==> src/rtl/frr_pkg.sv <==
package frr_pkg;

    typedef enum logic [1:0] {
        ST_IDLE     = 2'd0,
        ST_DRAIN    = 2'd1,
        ST_ACK      = 2'd2,
        ST_WAIT_BME = 2'd3
    } frr_state_e;

    localparam logic [1:0] RESP_OKAY   = 2'b00;
    localparam logic [1:0] RESP_SLVERR = 2'b10;

endpackage

==> src/rtl/frr_fn_ctrl.sv <==
module frr_fn_ctrl
    import frr_pkg::*;
#(
    parameter int CNT_W = 3
) (
    input  logic clk,
    input  logic rst_n,
    input  logic busy_i,
    input  logic bme_i,
    input  logic iss_wr_i,
    input  logic iss_rd_i,
    input  logic ret_wr_i,
    input  logic ret_rd_i,
    output logic open_o,
    output logic full_o,
    output logic ack_o
);

    localparam logic [CNT_W-1:0] FULL_AT = CNT_W'((1 << CNT_W) - 2);

    frr_state_e       state_q, state_d;
    logic [CNT_W-1:0] cnt_q;

    // outstanding request counter
    always_ff @(posedge clk) begin
        if (!rst_n) begin
            cnt_q <= '0;
        end else begin
            cnt_q <= cnt_q + CNT_W'(iss_wr_i) + CNT_W'(iss_rd_i)
                           - CNT_W'(ret_wr_i) - CNT_W'(ret_rd_i);
        end
    end

    // state register
    always_ff @(posedge clk) begin
        if (!rst_n) state_q <= ST_IDLE;
        else        state_q <= state_d;
    end

    // next state
    always_comb begin
        state_d = state_q;
        unique case (state_q)
            ST_IDLE:     if (busy_i)         state_d = ST_DRAIN;
            ST_DRAIN:    if (cnt_q == '0)    state_d = ST_ACK;
            ST_ACK:      if (!busy_i)        state_d = ST_WAIT_BME;
            ST_WAIT_BME: if (bme_i)          state_d = ST_IDLE;
            default:                         state_d = ST_IDLE;
        endcase
    end

    // outputs
    always_comb begin
        open_o = 1'b0;
        ack_o  = 1'b0;
        unique case (state_q)
            ST_IDLE:     open_o = 1'b1;
            ST_DRAIN:    ;
            ST_ACK:      ack_o  = 1'b1;
            ST_WAIT_BME: ;
            default:     ;
        endcase
        full_o = (cnt_q >= FULL_AT);
    end

    p_ack_after_drain_r1: assert property (@(posedge clk) disable iff (!rst_n)
        $rose(ack_o) |-> (cnt_q == '0));

    p_ack_hold_r2: assert property (@(posedge clk) disable iff (!rst_n)
        (ack_o && busy_i) |=> ack_o);

    p_ack_release_r2: assert property (@(posedge clk) disable iff (!rst_n)
        (ack_o && !busy_i) |=> !ack_o);

    p_no_underflow_r3: assert property (@(posedge clk) disable iff (!rst_n)
        (cnt_q == '0) |-> !(ret_wr_i || ret_rd_i));

    p_no_overflow_r9: assert property (@(posedge clk) disable iff (!rst_n)
        (cnt_q >= FULL_AT) |-> !(iss_wr_i || iss_rd_i));

    p_reopen_needs_bme_r6: assert property (@(posedge clk) disable iff (!rst_n)
        $rose(open_o) |-> $past(bme_i));

endmodule

==> src/rtl/frr_rd_err.sv <==
module frr_rd_err #(
    parameter int FN_W = 2
) (
    input  logic            clk,
    input  logic            rst_n,
    input  logic            take_i,
    input  logic [FN_W-1:0] take_fn_i,
    input  logic            bus_busy_i,
    output logic            pend_o,
    output logic [FN_W-1:0] fn_o
);

    always_ff @(posedge clk) begin
        if (!rst_n) begin
            pend_o <= 1'b0;
            fn_o   <= '0;
        end else if (take_i) begin
            pend_o <= 1'b1;
            fn_o   <= take_fn_i;
        end else if (pend_o && !bus_busy_i) begin
            pend_o <= 1'b0;
        end
    end

    p_slot_no_clobber_r5: assert property (@(posedge clk) disable iff (!rst_n)
        take_i |-> !pend_o);

endmodule

==> src/rtl/fn_reset_responder.sv <==
module fn_reset_responder
    import frr_pkg::*;
#(
    parameter int NUM_FN = 4,
    parameter int CNT_W  = 3,
    parameter int ADDR_W = 16,
    parameter int FN_W   = (NUM_FN > 1) ? $clog2(NUM_FN) : 1
) (
    input  logic              clk,
    input  logic              rst_n,
    input  logic [NUM_FN-1:0] fn_busy_i,
    output logic [NUM_FN-1:0] fn_ack_o,
    input  logic [NUM_FN-1:0] bme_i,
    input  logic              app_aw_valid_i,
    input  logic [FN_W-1:0]   app_aw_fn_i,
    input  logic [ADDR_W-1:0] app_aw_addr_i,
    output logic              app_aw_ready_o,
    output logic              bus_aw_valid_o,
    output logic [ADDR_W-1:0] bus_aw_addr_o,
    output logic [FN_W-1:0]   bus_aw_fn_o,
    input  logic              bus_aw_ready_i,
    input  logic              app_ar_valid_i,
    input  logic [FN_W-1:0]   app_ar_fn_i,
    input  logic [ADDR_W-1:0] app_ar_addr_i,
    output logic              app_ar_ready_o,
    output logic              bus_ar_valid_o,
    output logic [ADDR_W-1:0] bus_ar_addr_o,
    output logic [FN_W-1:0]   bus_ar_fn_o,
    input  logic              bus_ar_ready_i,
    input  logic              bus_b_valid_i,
    input  logic [FN_W-1:0]   bus_b_fn_i,
    input  logic              bus_r_valid_i,
    input  logic [FN_W-1:0]   bus_r_fn_i,
    input  logic [1:0]        bus_r_resp_i,
    output logic              app_r_valid_o,
    output logic [FN_W-1:0]   app_r_fn_o,
    output logic [1:0]        app_r_resp_o
);

    localparam int SLOTS = 1 << FN_W;

    logic [SLOTS-1:0] open_v, full_v, ack_v;
    logic             aw_open, aw_full, ar_open, ar_full;
    logic             err_pend, err_take;
    logic [FN_W-1:0]  err_fn;

    assign aw_open = open_v[app_aw_fn_i];
    assign aw_full = full_v[app_aw_fn_i];
    assign ar_open = open_v[app_ar_fn_i];
    assign ar_full = full_v[app_ar_fn_i];

    // write channel: forward when open, swallow when gated
    always_comb begin
        bus_aw_valid_o = app_aw_valid_i && aw_open && !aw_full;
        bus_aw_addr_o  = app_aw_addr_i;
        bus_aw_fn_o    = app_aw_fn_i;
        app_aw_ready_o = aw_open ? (bus_aw_ready_i && !aw_full) : 1'b1;
    end

    // read channel: forward when open, local error when gated
    always_comb begin
        bus_ar_valid_o = app_ar_valid_i && ar_open && !ar_full;
        bus_ar_addr_o  = app_ar_addr_i;
        bus_ar_fn_o    = app_ar_fn_i;
        app_ar_ready_o = ar_open ? (bus_ar_ready_i && !ar_full) : !err_pend;
        err_take       = app_ar_valid_i && !ar_open && !err_pend;
    end

    // read response merge: bus first, local error slot otherwise
    always_comb begin
        app_r_valid_o = bus_r_valid_i || err_pend;
        if (bus_r_valid_i) begin
            app_r_fn_o   = bus_r_fn_i;
            app_r_resp_o = open_v[bus_r_fn_i] ? bus_r_resp_i : RESP_SLVERR;
        end else begin
            app_r_fn_o   = err_fn;
            app_r_resp_o = RESP_SLVERR;
        end
    end

    frr_rd_err #(.FN_W(FN_W)) u_rd_err (
        .clk        (clk),
        .rst_n      (rst_n),
        .take_i     (err_take),
        .take_fn_i  (app_ar_fn_i),
        .bus_busy_i (bus_r_valid_i),
        .pend_o     (err_pend),
        .fn_o       (err_fn)
    );

    for (genvar g = 0; g < SLOTS; g++) begin : g_fn
        if (g < NUM_FN) begin : g_live
            frr_fn_ctrl #(.CNT_W(CNT_W)) u_ctrl (
                .clk      (clk),
                .rst_n    (rst_n),
                .busy_i   (fn_busy_i[g]),
                .bme_i    (bme_i[g]),
                .iss_wr_i (bus_aw_valid_o && bus_aw_ready_i && (app_aw_fn_i == FN_W'(g))),
                .iss_rd_i (bus_ar_valid_o && bus_ar_ready_i && (app_ar_fn_i == FN_W'(g))),
                .ret_wr_i (bus_b_valid_i && (bus_b_fn_i == FN_W'(g))),
                .ret_rd_i (bus_r_valid_i && (bus_r_fn_i == FN_W'(g))),
                .open_o   (open_v[g]),
                .full_o   (full_v[g]),
                .ack_o    (ack_v[g])
            );
        end else begin : g_absent
            // unused function numbers behave as permanently gated
            assign open_v[g] = 1'b0;
            assign full_v[g] = 1'b0;
            assign ack_v[g]  = 1'b0;
        end
    end

    assign fn_ack_o = ack_v[NUM_FN-1:0];

    p_wr_gate_r4: assert property (@(posedge clk) disable iff (!rst_n)
        bus_aw_valid_o |-> !ack_v[app_aw_fn_i]);

    p_rd_gate_r5: assert property (@(posedge clk) disable iff (!rst_n)
        bus_ar_valid_o |-> !ack_v[app_ar_fn_i]);

    p_local_err_r5: assert property (@(posedge clk) disable iff (!rst_n)
        (app_ar_valid_i && app_ar_ready_o && !ar_open)
        |=> (bus_r_valid_i || (app_r_valid_o && app_r_resp_o == RESP_SLVERR)));

endmodule

==> config.mk <==
export PLATFORM = sky130hd
export DESIGN_NAME = fn_reset_responder
export DESIGN_NICKNAME = d
export VERILOG_FILES = /design/src/rtl/frr_pkg.sv /design/src/rtl/frr_fn_ctrl.sv /design/src/rtl/frr_rd_err.sv /design/src/rtl/fn_reset_responder.sv
export SDC_FILE = /design/constraint.sdc
export NUM_CORES = 1
export LEC_CHECK = 0
export CORE_ASPECT_RATIO = 1.1
export CORE_UTILIZATION = 45
export DETAILED_ROUTE_END_ITERATION = 7
export DONT_BUFFER_PORTS = 1
export GPL_TIMING_DRIVEN = 0
export MAX_ROUTING_LAYER = met4
export SLEW_MARGIN = 20
export SYNTH_ARGS = -nofsm -noshare
export SYNTH_HDL_FRONTEND = slang
export SYNTH_SLANG_ARGS = --single-unit
==> constraint.sdc <==
create_clock -name clk -period 2.7 [get_ports clk]
set_input_delay 0.27 -clock clk [delete_from_list [all_inputs] [get_ports clk]]
set_output_delay 0.27 -clock clk [all_outputs]
set_load 0.02 [all_outputs]
==> flow_summary.toml, run 1 <==
[setup_path]
critPathCaptureType = "flop"
start_kind = "flop"
cp_max_fo = 3
crit_arrival_ns = 2.83
crit_required_ns = 2.88
worst-setup-path-type = "reg -> reg"

[yosys]
synth_seq_cells = 23
yosysWarnings = 0
synth.distinct_cells = 40
synth_top_area_cell = "dfxtp_1"
synthMuxAreaShare_pct = 6.496
synth_top_family_by_area = "adder cells"
synth_compound_area_share_pct = 8.889
synth_top_area_share_pct = 20.97
ys_seq_area_share_pct = 20.97
synthAdderAreaFrac_pct = 23.25
synthXorXnorAreaFrac_pct = 3.191
netlist_area_um2 = 2196
synthSimpleGateAreaFrac_pct = 18.52
synth_area_per_cell_um2 = 8.679
syn_inst = 253
syn-num-nets = 347
synthTopCellsByArea = "dfxtp_1 21%, ha_1 16%, buf_4 14%"

[die]
dieWidth_um = 68.61
coreArea_um2 = 4652
die-area_um2 = 5164
ioPinCount = 107
initial_core_util_pct = 47.20
die_h_um = 75.27
rows = 26

[route]
first_iter_violations = 39
drt_pass1_iterations = 4
vias = 1726
finalWirelength_mm = 4.963
wl_per_cell_um = 14.90
drtAntennaViolNets = 0
via_per_inst = 5.183
drc = 0

[sta]
fin_ws_ns = 0.05097
finalWorstPathRequiredPeriod_ns = 2.649
slew_headroom_pct = 53.75
final.setup_skew_ns = 0.008319
setup_viol = 0
period_share_pct = 98.11
rsz0062_at_grt = "true"
maxSlewViolCount = 0
fin_setup_tns_ns = 0
tightestPinTransition_ns = 0.6896
hold_viol_final = 0
fmax_ghz = 0.3775

[cts]
clkTransAtPathRegs_ns = 0.10
cts-root-buf = "clkbuf_8"
htree_num_levels = 1
worstSkewPairLatency_ns = 0.27
cts_buffers = 3
clock_path_buffers = 2
hold_buffers = 0
numClockSinks = 23
cts_tree = "done"

[final_layout]
layout_commonest_cell = "buf_4"
diodes = 0
nets = 372
post-route-util_pct = 56.78
drive_gt1_share_pct = 39.71
final_cell_mix = "60 x buf_4, 20 x nand2_1, 20 x ha_1"
syn_to_final_growth_pct = 20.28

[place]
pre_cts_ws_ns = -0.2547
port_buffers = 0
dp_hpwl_mm = 3.607
gp_congestion = 0.7519

[global_routing]
grt.overflow.total = 0
grt_pass1_vias = 1548
track_usage_pct = 19.98
grt_max_degree = 15
grt_antenna_before_repair = 0
grt_first_pass_wirelength_mm = 7.217

[run]
drv_cap = 0

[power_and_ir_drop]
leakage_uw = 0.001190
power.density_nw_per_um2 = 825.9
peakVddDrop_mv = 0.2942

[worst_hold_path]
min_path_type = "in -> reg"

[outcome]
outcome = "finished, final reports clean"
[sequential cells by signal (all words and copies together) (netlist names)]
register / cells
g_fn.g_live.u_ctrl.state_q: 8
u_rd_err.fn_o: 2
u_rd_err.pend_o: 1
g_fn.g_live.u_ctrl.cnt_q: 12
[synth_stat cells]
| master | instances |
|---|---|
| mux2_2 | 2 |
| nand3b_1 | 1 |
| and2_1 | 11 |
| nor3b_1 | 3 |
| buf_2 | 1 |
| mux2_4 | 1 |
| o211ai_1 | 3 |
| nand4b_1 | 1 |
| o31ai_1 | 4 |
| or4_1 | 1 |
| nor3_1 | 1 |
| a22oi_1 | 1 |
| fa_1 | 8 |
| nand2_1 | 20 |
| nor2_1 | 7 |
| nand2b_1 | 5 |
| a211oi_1 | 1 |
| dfxtp_1 | 23 |
| o21ai_0 | 13 |
| a21bo_2 | 1 |
| inv_1 | 23 |
| buf_4 | 40 |
| nand4_1 | 1 |
| nor2b_1 | 2 |
| xnor2_1 | 8 |
| and3_1 | 4 |
| a21boi_1 | 2 |
| or2_1 | 1 |
| a311o_1 | 1 |
| mux4_2 | 2 |
| or2_2 | 1 |
| inv_2 | 1 |
| mux2i_1 | 6 |
| and3b_1 | 2 |
| nand3_1 | 16 |
| ha_1 | 28 |
| clkbuf_1 | 4 |
| o221ai_1 | 1 |
| o211a_1 | 1 |
| a311oi_1 | 1 |
[layer usage]
metal / share of wire [%] / GRT usage (%) / routed length [um]
met5: 0 / - / 0
met4: 1.2 / 5.556 / 62
met3: 5.3 / 2.879 / 262
met2: 52 / 34.86 / 2602
met1: 41 / 23.58 / 2036
[power breakdown]
part           internal (uW)  leakage, uW  switching (uW)  total (uW)
clock                    105    0.0000217             129         234
combinational            688     0.000976             703        1390
sequential               461     0.000193            95.3         556
total                   1250      0.00119             928        2180
[kinds of logic after synthesis]
logic type	count (synthesis)
flip-flops	23
multiplexers	11
adder cells (fa/ha/maj)	36
buffers and inverters	69
XOR/XNOR	8
AO/OA/AOI/OAI	29
AND/OR/NAND/NOR	77
[stage by stage]
step,hold WS (ns),cells,area (um2),power [uW]
2_1_floorplan,0.4200,253,2216,1343
3_3_place_gp,0.4281,309,2286,1513
3_5_place_dp,0.4361,309,2286,1528
4_1_cts,0.1312,331,2581,2121
5_1_grt,0.1524,333,2641,2373
6_report,0.1407,333,2641,2181
[final timing paths]
check                                   startpoint  slack, ns  depth (start not counted)                               end
setup / recovery  g_fn[2].g_live.u_ctrl.state_q[1]       0.05                         13    g_fn[0].g_live.u_ctrl.cnt_q[2]
hold / removal                               rst_n       0.14                          2  g_fn[3].g_live.u_ctrl.state_q[0]
setup reg to reg  g_fn[2].g_live.u_ctrl.state_q[1]       0.05                         13    g_fn[0].g_live.u_ctrl.cnt_q[2]
hold reg to reg                   u_rd_err.fn_o[1]       0.49                          2                  u_rd_err.fn_o[1]
[area by class of cell]
cell class | count | area (um2)
Fill cell | 434 | 2011
Tap cell | 56 | 70.07
Multi-Input combinational cell | 161 | 1481
Clock inverter | 1 | 7.507
Buffer | 45 | 320.3
Sequential cell | 23 | 475.5
Timing Repair Buffer | 20 | 150.1
Clock buffer | 3 | 41.29
Inverter | 24 | 95.09
[worst max-delay path: stages, from the launching register on]
cell and delay (ns):
dfxtp_2 0.34, inv_2 0.08, ha_4 0.15, mux2_4 0.16, mux2i_4 0.07, nor3_2 0.14, nand2_1 0.10, fa_1 0.55
inv_2 0.04, fa_2 0.36, ha_4 0.17, xnor2_1 0.12, xnor2_1 0.12, and2_1 0.15
[repair_timing]
| item | CTS | global route |
|---|---|---|
| hold endpoints to repair | 0 | 0 |
| endpoints found under the setup margin | 8 | 4 |
| gates resized for setup | 36 | 10 |
| pin swaps | 11 | 8 |
| buffers inserted | 18 | 2 |
Note: power is estimated with default switching activity, not from simulation.
==> run 2: changes to the inputs <==
--- a/config.mk
+++ b/config.mk
@@ -5,6 +5,7 @@
 export SDC_FILE = /design/constraint.sdc
 export NUM_CORES = 1
 export LEC_CHECK = 0
+export ABC_AREA = 1
 export CORE_ASPECT_RATIO = 1.1
 export CORE_UTILIZATION = 45
 export DETAILED_ROUTE_END_ITERATION = 7
==> run 2 against run 1 <==
  * Combinational power up 4%
  * Register-to-register slack worse by 0.03 ns
  * Flip-flop and latch count unchanged
  * Clock power down 3%
  * Maximum frequency down 1.1%
  * Synthesized cell count up 29%
  * Wire length up 5.8%
  * Setup slack worse by 0.029 ns
  * Global-route usage down 0.36 points
  * Highest routed layer unchanged
==> flow_summary.toml, run 2 <==
[setup_path]
r2r_setup_slack_ns = 0.02
cp_max_fo = 4
critPathCaptureType = "flop"
start_kind = "flop"
worst-setup-path-type = "reg -> reg"
crit_required_ns = 2.87
crit_arrival_ns = 2.85

[yosys]
netlist_area_um2 = 2272
ys_seq_area_share_pct = 20.26
synth_top_area_cell = "dfxtp_1"
synth_seq_cells = 23
yosysWarnings = 0
synthTopCellsByArea = "dfxtp_1 20%, ha_1 15%, buf_4 13%"
synth.distinct_cells = 24
yosysMostFrequentCell = "nand2_1"
syn-num-nets = 421
synth_ff_type = "dfxtp_1"
ys_async_sr_fraction_pct = 0
synth_edf_count = 0
synth_area_per_cell_um2 = 6.949
syn_inst = 327
synth_commonest_cells = "60 x nand2_1, 59 x inv_1, 40 x buf_4"
synth_top_area_share_pct = 20.26

[sta]
fin_setup_tns_ns = 0
slew_headroom_pct = 50.65
fmax_ghz = 0.3734
final.setup_skew_ns = 0.005828
tightestPinTransition_ns = 0.7347
setup_viol = 0
whs_ns = 0.1141
rsz0062_at_grt = "true"
finalWorstPathRequiredPeriod_ns = 2.678
period_share_pct = 99.20
maxSlewViolCount = 0
hold_viol_final = 0

[cts]
cts-root-buf = "clkbuf_8"
cts_tree = "done"
hold_buffers = 0
clkTransAtPathRegs_ns = 0.09
worstSkewPairLatency_ns = 0.27
numClockSinks = 23
htree_num_levels = 1
cts_buffers = 3
clock_path_buffers = 2

[die]
rows = 26
initial_core_util_pct = 47.84
die_h_um = 76.53
ioPinCount = 107
die-area_um2 = 5338
dieWidth_um = 69.75
coreArea_um2 = 4750

[route]
first_iter_violations = 58
drt_pass1_iterations = 4
vias = 1979
wl_per_cell_um = 12.90
drtAntennaViolNets = 0
via_per_inst = 4.862
finalWirelength_mm = 5.249
drc = 0

[global_routing]
grt_first_pass_wirelength_mm = 8.162
grt_max_degree = 13
grt.overflow.total = 0
track_usage_pct = 19.62
grt_antenna_before_repair = 0
grt_pass1_vias = 1792

[final_layout]
design_area_um2 = 2763
drive_gt1_share_pct = 35.61
reg_top3 = "g_fn.g_live.u_ctrl.cnt_q: 12 flops, g_fn.g_live.u_ctrl.state_q: 8 flops, u_rd_err.fn_o: 2 flops"
final_cell_mix = "59 x buf_4, 55 x nand2_1, 45 x inv_1"
nets = 446
syn_to_final_growth_pct = 21.59
post-route-util_pct = 58.17
diodes = 0
top_register = "g_fn.g_live.u_ctrl.cnt_q"
largest_reg_flops = 12
layout_commonest_cell = "buf_4"

[power_and_ir_drop]
peakVddDrop_mv = 0.2508
leakage_uw = 0.001390
p_total_uw = 2223
power.density_nw_per_um2 = 804.6

[place]
dpl-instance-area_um2 = 2342
gp_congestion = 0.8371
dp_hpwl_mm = 3.913
port_buffers = 0

[outcome]
outcome = "finished, final reports clean"

[worst_hold_path]
min_path_type = "in -> reg"

[run]
drv_cap = 0
run 2: cell types whose count changed in the layout (fill, tap and decap cells not counted), moves of 7 or more:
| cell | previous run | this run |
|---|---|---|
| and2_1 | 11 | 0 |
| nand2_1 | 20 | 55 |
| inv_1 | 12 | 45 |
| nor3_1 | 0 | 7 |
| nor2_1 | 6 | 30 |
| a21oi_1 | 0 | 13 |
| nand2_2 | 0 | 7 |
run 2: per-layer routing:
| layer | vias to the layer above | global-route usage [%] | part of all wire [%] |
|---|---|---|---|
| met3 | 7 | 2.910 | 6.9 |
| li1 | 1016 | - | - |
| met1 | 871 | 23.10 | 41 |
| met2 | 85 | 34.95 | 51 |
| met5 | - | - | 0 |
| met4 | 0 | 4.800 | 1.3 |
run 2: area by class of cell:
cell class	count	area (um2)
buffer	41	304.0
clock buffer	4	45.04
fill	446	1987
inverter	62	245.2
multi-input combinational	201	1466
sequential	23	478.0
tap	56	70.07
timing repair buffer	20	153.9
run 2: worst max-delay path: stages (launching register included):
cell and delay [ns]:
dfxtp_4 0.37, inv_4 0.07, ha_4 0.14, inv_4 0.05
nand2_2 0.06, nand2_2 0.05, nand2_2 0.08, nand2_4 0.05
nor2_4 0.14, nand3_2 0.10, fa_1 0.53, inv_2 0.05
fa_2 0.39, ha_4 0.18, xnor2_4 0.13, o21ai_2 0.13
a21oi_2 0.04
run 2: worst paths after layout:
check,end,cells after the start,startpoint
max,g_fn[0].g_live.u_ctrl.cnt_q[2],16,g_fn[2].g_live.u_ctrl.state_q[1]
min,g_fn[0].g_live.u_ctrl.cnt_q[2],2,rst_n
max reg2reg,g_fn[0].g_live.u_ctrl.cnt_q[2],16,g_fn[2].g_live.u_ctrl.state_q[1]
min reg2reg,u_rd_err.fn_o[1],2,u_rd_err.fn_o[1]
run 2: logic make-up after synthesis:
logic type / synth area share [%]
xor gates and xnor gates: 1.542
adders and majority gates: 22.47
buffers and inverters: 23.62
AOI/OAI and AO/OA: 6.773
DFF: 20.26
and+or+nand+nor: 25.33
run 2: power by group:
group	leakage, uW	internal [uW]	total, uW	switching, uW
Clock	0.0000228	106	227	121
Sequential	0.000193	461	542	81.1
Combinational	0.00117	657	1450	796
run 2: metrics by stage:
step,cells,worst slack (ns)
final,407,0.02156
after global routing,407,-0.07605
after CTS,400,0.0003155
after detailed placement,383,-0.3113
after global placement,383,-0.2779
after floorplan,327,0.03716
run 2: timing repair:
item / 4_1_cts / 5_1_grt
gates cloned: 0 / 0
setup endpoints to repair: 8 / 6
setup buffers: 13 / 7
pin swaps: 14 / 17
resized for setup: 42 / 29
